`src/rtl/tx_jabber_pkg.sv`:
```
package tx_jabber_pkg;
  typedef enum logic [1:0] {
    TJ_IDLE    = 2'd0,
    TJ_ACTIVE  = 2'd1,
    TJ_STOPPED = 2'd2
  } tj_state_e;

  localparam int unsigned DESC_W       = 32;
  localparam int unsigned DESC_JAB_BIT = 14;
endpackage

```
`src/rtl/jabber_limit_select.sv`:
```
module jabber_limit_select #(
  parameter int unsigned STD_LIMIT   = 2048,
  parameter int unsigned JUMBO_LIMIT = 10240,
  parameter int unsigned CNT_W       = 14
) (
  input  logic             clk,
  input  logic             rst_n,
  input  logic             load_en,
  input  logic             jumbo_en,
  output logic [CNT_W-1:0] limit
);
  localparam logic [CNT_W-1:0] STD_L   = CNT_W'(STD_LIMIT);
  localparam logic [CNT_W-1:0] JUMBO_L = CNT_W'(JUMBO_LIMIT);

  logic [CNT_W-1:0] lim_q, lim_d, live_lim;

  always_comb begin
    live_lim = jumbo_en ? JUMBO_L : STD_L;
    lim_d    = lim_q;
    if (load_en) lim_d = live_lim;
    limit    = load_en ? live_lim : lim_q;
  end

  always_ff @(posedge clk or negedge rst_n) begin
    if (!rst_n)       lim_q <= STD_L;
    else if (load_en) lim_q <= lim_d;
  end

  // Frame limit only changes when a frame starts.
  p_limit_frozen_r7: assert property (@(posedge clk) disable iff (!rst_n)
    !load_en |=> $stable(lim_q));
endmodule

```
`src/rtl/jabber_byte_counter.sv`:
```
module jabber_byte_counter #(
  parameter int unsigned JUMBO_LIMIT = 10240,
  parameter int unsigned CNT_W       = 14
) (
  input  logic             clk,
  input  logic             rst_n,
  input  logic             start,
  input  logic             take,
  output logic [CNT_W-1:0] cnt_nxt
);
  logic [CNT_W-1:0] cnt_q;

  always_comb begin
    cnt_nxt = cnt_q;
    if (start)     cnt_nxt = CNT_W'(1);
    else if (take) cnt_nxt = cnt_q + CNT_W'(1);
  end

  always_ff @(posedge clk or negedge rst_n) begin
    if (!rst_n)             cnt_q <= '0;
    else if (start || take) cnt_q <= cnt_nxt;
  end

  // Count never runs past one beyond the largest limit (saturation).
  p_count_bound_r5: assert property (@(posedge clk) disable iff (!rst_n)
    cnt_q <= CNT_W'(JUMBO_LIMIT + 1));
endmodule

```
`src/rtl/jabber_abort_ctrl.sv`:
```
module jabber_abort_ctrl
  import tx_jabber_pkg::*;
#(
  parameter int unsigned CNT_W = 14
) (
  input  logic             clk,
  input  logic             rst_n,
  input  logic             byte_vld,
  input  logic             sof,
  input  logic             eof,
  input  logic [CNT_W-1:0] cnt_nxt,
  input  logic [CNT_W-1:0] limit,
  output logic             start,
  output logic             take,
  output logic             abort_req,
  output logic             jab_pulse,
  output logic             jab_flag
);
  tj_state_e state_q, state_d;
  logic      pulse_q, pulse_d;
  logic      flag_q, flag_d;
  logic      over;

  always_comb begin
    start = byte_vld && sof;
    take  = byte_vld && !sof && (state_q == TJ_ACTIVE);
    over  = (start || take) && (cnt_nxt > limit);
  end

  always_comb begin
    state_d = state_q;
    if (over)               state_d = TJ_STOPPED;
    else if (start)         state_d = eof ? TJ_IDLE : TJ_ACTIVE;
    else if (take && eof)   state_d = TJ_IDLE;
    pulse_d = over;
    flag_d  = over || (flag_q && !start);
  end

  always_ff @(posedge clk or negedge rst_n) begin
    if (!rst_n) begin
      state_q <= TJ_IDLE;
      pulse_q <= 1'b0;
      flag_q  <= 1'b0;
    end else begin
      state_q <= state_d;
      pulse_q <= pulse_d;
      flag_q  <= flag_d;
    end
  end

  assign abort_req = (state_q == TJ_STOPPED);
  assign jab_pulse = pulse_q;
  assign jab_flag  = flag_q;

  p_pulse_single_r5: assert property (@(posedge clk) disable iff (!rst_n)
    jab_pulse |=> !jab_pulse);
  p_stop_entry_r2: assert property (@(posedge clk) disable iff (!rst_n)
    $rose(abort_req) |-> jab_pulse);
  p_stop_hold_r4: assert property (@(posedge clk) disable iff (!rst_n)
    (abort_req && !(byte_vld && sof)) |=> abort_req);
  p_flag_with_pulse_r6: assert property (@(posedge clk) disable iff (!rst_n)
    jab_pulse |-> jab_flag);
endmodule

```
`src/rtl/tx_jabber_guard.sv`:
```
module tx_jabber_guard
  import tx_jabber_pkg::*;
#(
  parameter int unsigned STD_LIMIT   = 2048,
  parameter int unsigned JUMBO_LIMIT = 10240
) (
  input  logic              clk,
  input  logic              rst_n,
  input  logic              byte_vld,
  input  logic              sof,
  input  logic              eof,
  input  logic              jumbo_en,
  output logic              abort_req,
  output logic              jab_pulse,
  output logic [DESC_W-1:0] desc_status
);
  localparam int unsigned CNT_W = $clog2(JUMBO_LIMIT + 2);

  logic             start, take, jab_flag;
  logic [CNT_W-1:0] cnt_nxt, limit;

  jabber_limit_select #(
    .STD_LIMIT(STD_LIMIT), .JUMBO_LIMIT(JUMBO_LIMIT), .CNT_W(CNT_W)
  ) u_limit (
    .clk(clk), .rst_n(rst_n), .load_en(start), .jumbo_en(jumbo_en),
    .limit(limit)
  );

  jabber_byte_counter #(
    .JUMBO_LIMIT(JUMBO_LIMIT), .CNT_W(CNT_W)
  ) u_count (
    .clk(clk), .rst_n(rst_n), .start(start), .take(take), .cnt_nxt(cnt_nxt)
  );

  jabber_abort_ctrl #(.CNT_W(CNT_W)) u_ctrl (
    .clk(clk), .rst_n(rst_n), .byte_vld(byte_vld), .sof(sof), .eof(eof),
    .cnt_nxt(cnt_nxt), .limit(limit), .start(start), .take(take),
    .abort_req(abort_req), .jab_pulse(jab_pulse), .jab_flag(jab_flag)
  );

  always_comb begin
    desc_status               = '0;
    desc_status[DESC_JAB_BIT] = jab_flag;
  end

  p_desc_follows_r6: assert property (@(posedge clk) disable iff (!rst_n)
    jab_pulse |-> desc_status[DESC_JAB_BIT]);
endmodule

```
`config.mk`:
```
export PLATFORM = sky130hd
export DESIGN_NAME = tx_jabber_guard
export DESIGN_NICKNAME = d
export VERILOG_FILES = /design/src/rtl/tx_jabber_pkg.sv /design/src/rtl/jabber_limit_select.sv /design/src/rtl/jabber_byte_counter.sv /design/src/rtl/jabber_abort_ctrl.sv /design/src/rtl/tx_jabber_guard.sv
export SDC_FILE = /design/constraint.sdc
export NUM_CORES = 1
export LEC_CHECK = 0
export ABC_AREA = 1
export BUFFER_PORTS_ARGS = -buffer_cell sky130_fd_sc_hd__buf_4
export CAP_MARGIN = 20
export CORE_MARGIN = 2
export CORE_UTILIZATION = 30
export CTS_BUF_LIST = sky130_fd_sc_hd__clkbuf_8
export CTS_CLUSTER_DIAMETER = 80
export DETAILED_ROUTE_END_ITERATION = 16
export PLACE_DENSITY = 0.51
export SYNTH_ARGS = -nofsm -noshare
export SYNTH_HDL_FRONTEND = slang
export SYNTH_SLANG_ARGS = --single-unit
```
`constraint.sdc`:
```
create_clock -name clk -period 4.5 [get_ports clk]
set_input_delay 0 -clock clk [delete_from_list [all_inputs] [get_ports clk]]
set_output_delay 0 -clock clk [all_outputs]
set_load 0.03 [all_outputs]
```
==> impl_metrics.toml <==
[outcome]
run_status = "complete, no violations"

[critical_path]
crit_chain = "ha_1 > nand3_1 > inv_1 > nand3_1 > xnor2_1 > nand2_1 > nand2_1 > ha_1 > nand2_1 > nor2_1 > inv_1 > nor2_1 > nand2_1 > nand2_1 > nand3_1 > nand2_1 > nand2_1"
worst_setup_path_end_kind = "flop"
cpLargestDelayFamily = "simple AND/OR/NAND/NOR gates"
r2r-start = "u_count.cnt_q[1]"
critical_path.n_buffers_inverters = 2
crit_type = "reg2reg"
setup.reg_to_reg.worst_slack_ns = 1.94
reg2regPathDepth = 17
cp_common_cell = "nand2_1"
critical_path_peak_fanout = 5
reg2reg_to = "u_ctrl.state_q[0]"
setup.worst_path.start_class = "flop"
worst-endpoint-arrival_ns = 2.73
cp_data_required_time_ns = 4.67
timing.critical_path.slowest_cell_delay_ns = 0.43
critical_path.slowest_cell = "dfrtp_1"

[power]
p_seq_frac = 0.495
internal_power_uw = 424
switching_fraction_of_total_power = 0.309
power.share.combinational = 0.164
largest_voltage_drop_on_the_vdd_net_uv = 102
p_sw_uw = 190
power.share.clock = 0.342
power_density_nw_per_um2 = 271
pleak_nw = 1.29

[synthesis]
ys_dominant_reg_cell = "dfrtp_1"
ys_ff_latch = 32
asyncSetResetFlopFracSynth = 1.00
count_of_yosys_warnings_during_synthesis = 0
yosys.area.top_type_share = 0.363
synthesized_netlist_cell_count = 271
mappedNetlistArea_sq_um = 2140
synth.avg_cell_area_sq_um = 7.88
yosys.area.top_type = "dfrtp_1"
synth_edf_count = 0
synth_seq_area_share = 0.376
synth_cell_type_count = 31
synth.top_cells.by_area = "dfrtp_1 36%, buf_4 12%, nand2_1 11%"

[detailed_routing]
route.vias.total = 1567
drtPass1Iterations = 4
wirelength_um = 4080
dr.max_layer_used = "met4"
initialDrtViolationCount = 69
route.met3.wl_um = 139
drcViolationCount = 0
detail-route-antenna-nets = 0
detail_route.vias_per_cell = 4.13
routed_wire_length_per_instance_um = 10.8
drt-met1-wl_um = 2060
route.met2.wl_um = 1850

[finish]
nNetsFinal = 303
antenna-diode-count = 0
post_route_cells_drive_above_1_share = 0.0919
synthToLayoutAreaGrowth_pct = 6.15
final_cells = 379

[sta]
setup_tns_ns = 0
slew_viol_final = 0
fin_crit_sh = 0.568
final-hold-violation-count = 0
final-setup-viol-count = 0
setup_skew_ns = 0.0121
slew-limit-headroom = 0.519
max_clock_freq_mhz = 391
finalCriticalPeriod_ns = 2.56
final_hold_slack_ns = 0.0118
tightest_slew_ns = 0.720
unrepaired_setup_endpoints_after_global_routing = "false"

[grt]
antenna_violations_before_repair = 0
grt_use_total = 0.116
grt_start_max_net_pins = 33
first_pass_grt_wire_length_um = 6820
globalRouteOverflowTotal = 0
first_global_vias = 1452

[worst_hold_path]
hold_path.startpoint = "jumbo_en"
hold_end = "u_limit.lim_q[13]"
worst_hold_path.num_cells = 3
worst_hold_check_path_type = "in2reg"

[clock_network]
postCtsSetupRepairBufs = 0
cts_inserted_buffers = 5
tritoncts = "done"
htree_levels = 2
holdBufCountCts = 2
cts_max_path_buffers = 2
cts_sinks = 32
clock_insertion_delay_worst_skew_ns = 0.28
buffer_cell_driving_the_clock_tree_root = "clkbuf_8"
clk_pin_slew_ns = 0.07
cts.repair.resized = 0

[floorplanning]
initial_core_util = 0.313
die_height_um = 88.4
design.core.area_sq_um = 6830
floorplan.die_area_sq_um = 7810
die-width_um = 88.4
top_level_ports = 40
std_cell_rows = 30

[flow_run]
timing.max_cap.violations = 0

[placed_design]
io_buffers = 8
dp_cells = 369
hpwl_um = 3080
gpl.final_weighted_congestion = 0.792
==> state kept, by name, indices dropped and copies added, names as in the netlist <==
signal and flops:
u_count.cnt_q 14, u_limit.lim_q 14, u_ctrl.jab_pulse 1, u_ctrl.state_q 2, u_ctrl.jab_flag 1
==> synth_stat cells (2+ instances only) <==
| master | number |
|---|---|
| o21a_1 | 2 |
| a22o_1 | 2 |
| ha_1 | 15 |
| o21ai_0 | 5 |
| nand3_1 | 10 |
| xnor2_1 | 2 |
| nor2_4 | 2 |
| nand2_1 | 65 |
| inv_1 | 42 |
| nor2_1 | 19 |
| o21ai_1 | 2 |
| nor3_1 | 4 |
| o2bb2ai_1 | 2 |
| nand4_1 | 4 |
| buf_4 | 33 |
| a21oi_1 | 15 |
| dfrtp_1 | 31 |
| buf_2 | 3 |
==> tightest hold or removal path, stage by stage <==
cell,delay (ns)
buf_4,0.08
o21ai_0,0.12
inv_1,0.07
==> cell type report <==
class,count,area (sq um)
clock buffers,5,68.8
flip-flops and latches,32,802
fillers,757,4560
inverters,43,161
repair buffers,10,80.1
well taps,96,120
clock inverters,3,12.5
multi-input cells,190,1020
==> logic make-up after synthesis <==
family / after synthesis / share of synthesized area
XOR/XNOR: 3 / 0.0123
buffers and inverters: 79 / 0.199
adder cells (fa/ha/maj): 15 / 0.0879
flip-flops: 32 / 0.376
AND/OR/NAND/NOR: 111 / 0.241
AO/OA/AOI/OAI: 30 / 0.0832
other: 1 / 0.00176
==> worst max-delay path by stage <==
stage	startpoint	end	slack (ns)	depth (start not counted)
2_1_floorplan	u_count.cnt_q[1]	u_ctrl.state_q[0]	2.32	17
3_3_place_gp	sof	u_ctrl.state_q[0]	1.71	15
3_5_place_dp	sof	u_ctrl.state_q[0]	1.74	15
4_1_cts	u_count.cnt_q[5]	u_ctrl.state_q[0]	1.90	16
5_1_grt	u_count.cnt_q[5]	u_ctrl.state_q[1]	1.64	14
6_report	u_count.cnt_q[1]	u_ctrl.state_q[0]	1.94	17
==> power by group through the flow <==
stage	Combinational (mW)	Clock, mW	Sequential, mW
after floorplan	0.103	0	0.305
after global placement	0.0998	0	0.308
after detailed placement	0.0996	0	0.308
after CTS	0.101	0.217	0.303
after global routing	0.114	0.232	0.304
final	0.100	0.210	0.303
==> cell usage in the layout (no fill, tap or decap), drive strengths merged <==
cell	netlist	routed
inv	43	45
a21oi	16	16
o21ai	8	8
and2	1	1
nor3b	1	1
nand2	66	66
or2	1	1
ha	15	15
nand4	4	4
nor3	6	6
xnor2	2	2
nand3	11	11
conb	1	31
buf	36	8
xor2	1	1
nor2	21	21
a22o	2	2
dfrtp	31	31
o21a	2	2
clkinv	0	1
o2bb2ai	2	2
dlygate4sd3	0	2
dfstp	1	1
clkbuf	0	5
==> per-layer routing <==
metal | up-vias | GRT usage
met4 | 0 | 0.0482
li1 | 805 | -
met5 | - | 0
met3 | 4 | 0.0317
met2 | 31 | 0.169
met1 | 727 | 0.161
==> through the flow <==
step | utilization | total power, mW | area, sq um | setup WS [ns]
after floorplan | - | 0.408 | 2250 | 2.32
after global placement | 0.317 | 0.408 | 2170 | 1.71
after detailed placement | 0.317 | 0.408 | 2170 | 1.74
after CTS | 0.332 | 0.622 | 2270 | 1.90
after global routing | 0.332 | 0.650 | 2270 | 1.64
final | 0.332 | 0.613 | 2270 | 1.94
(Power assumes the default switching activity.)
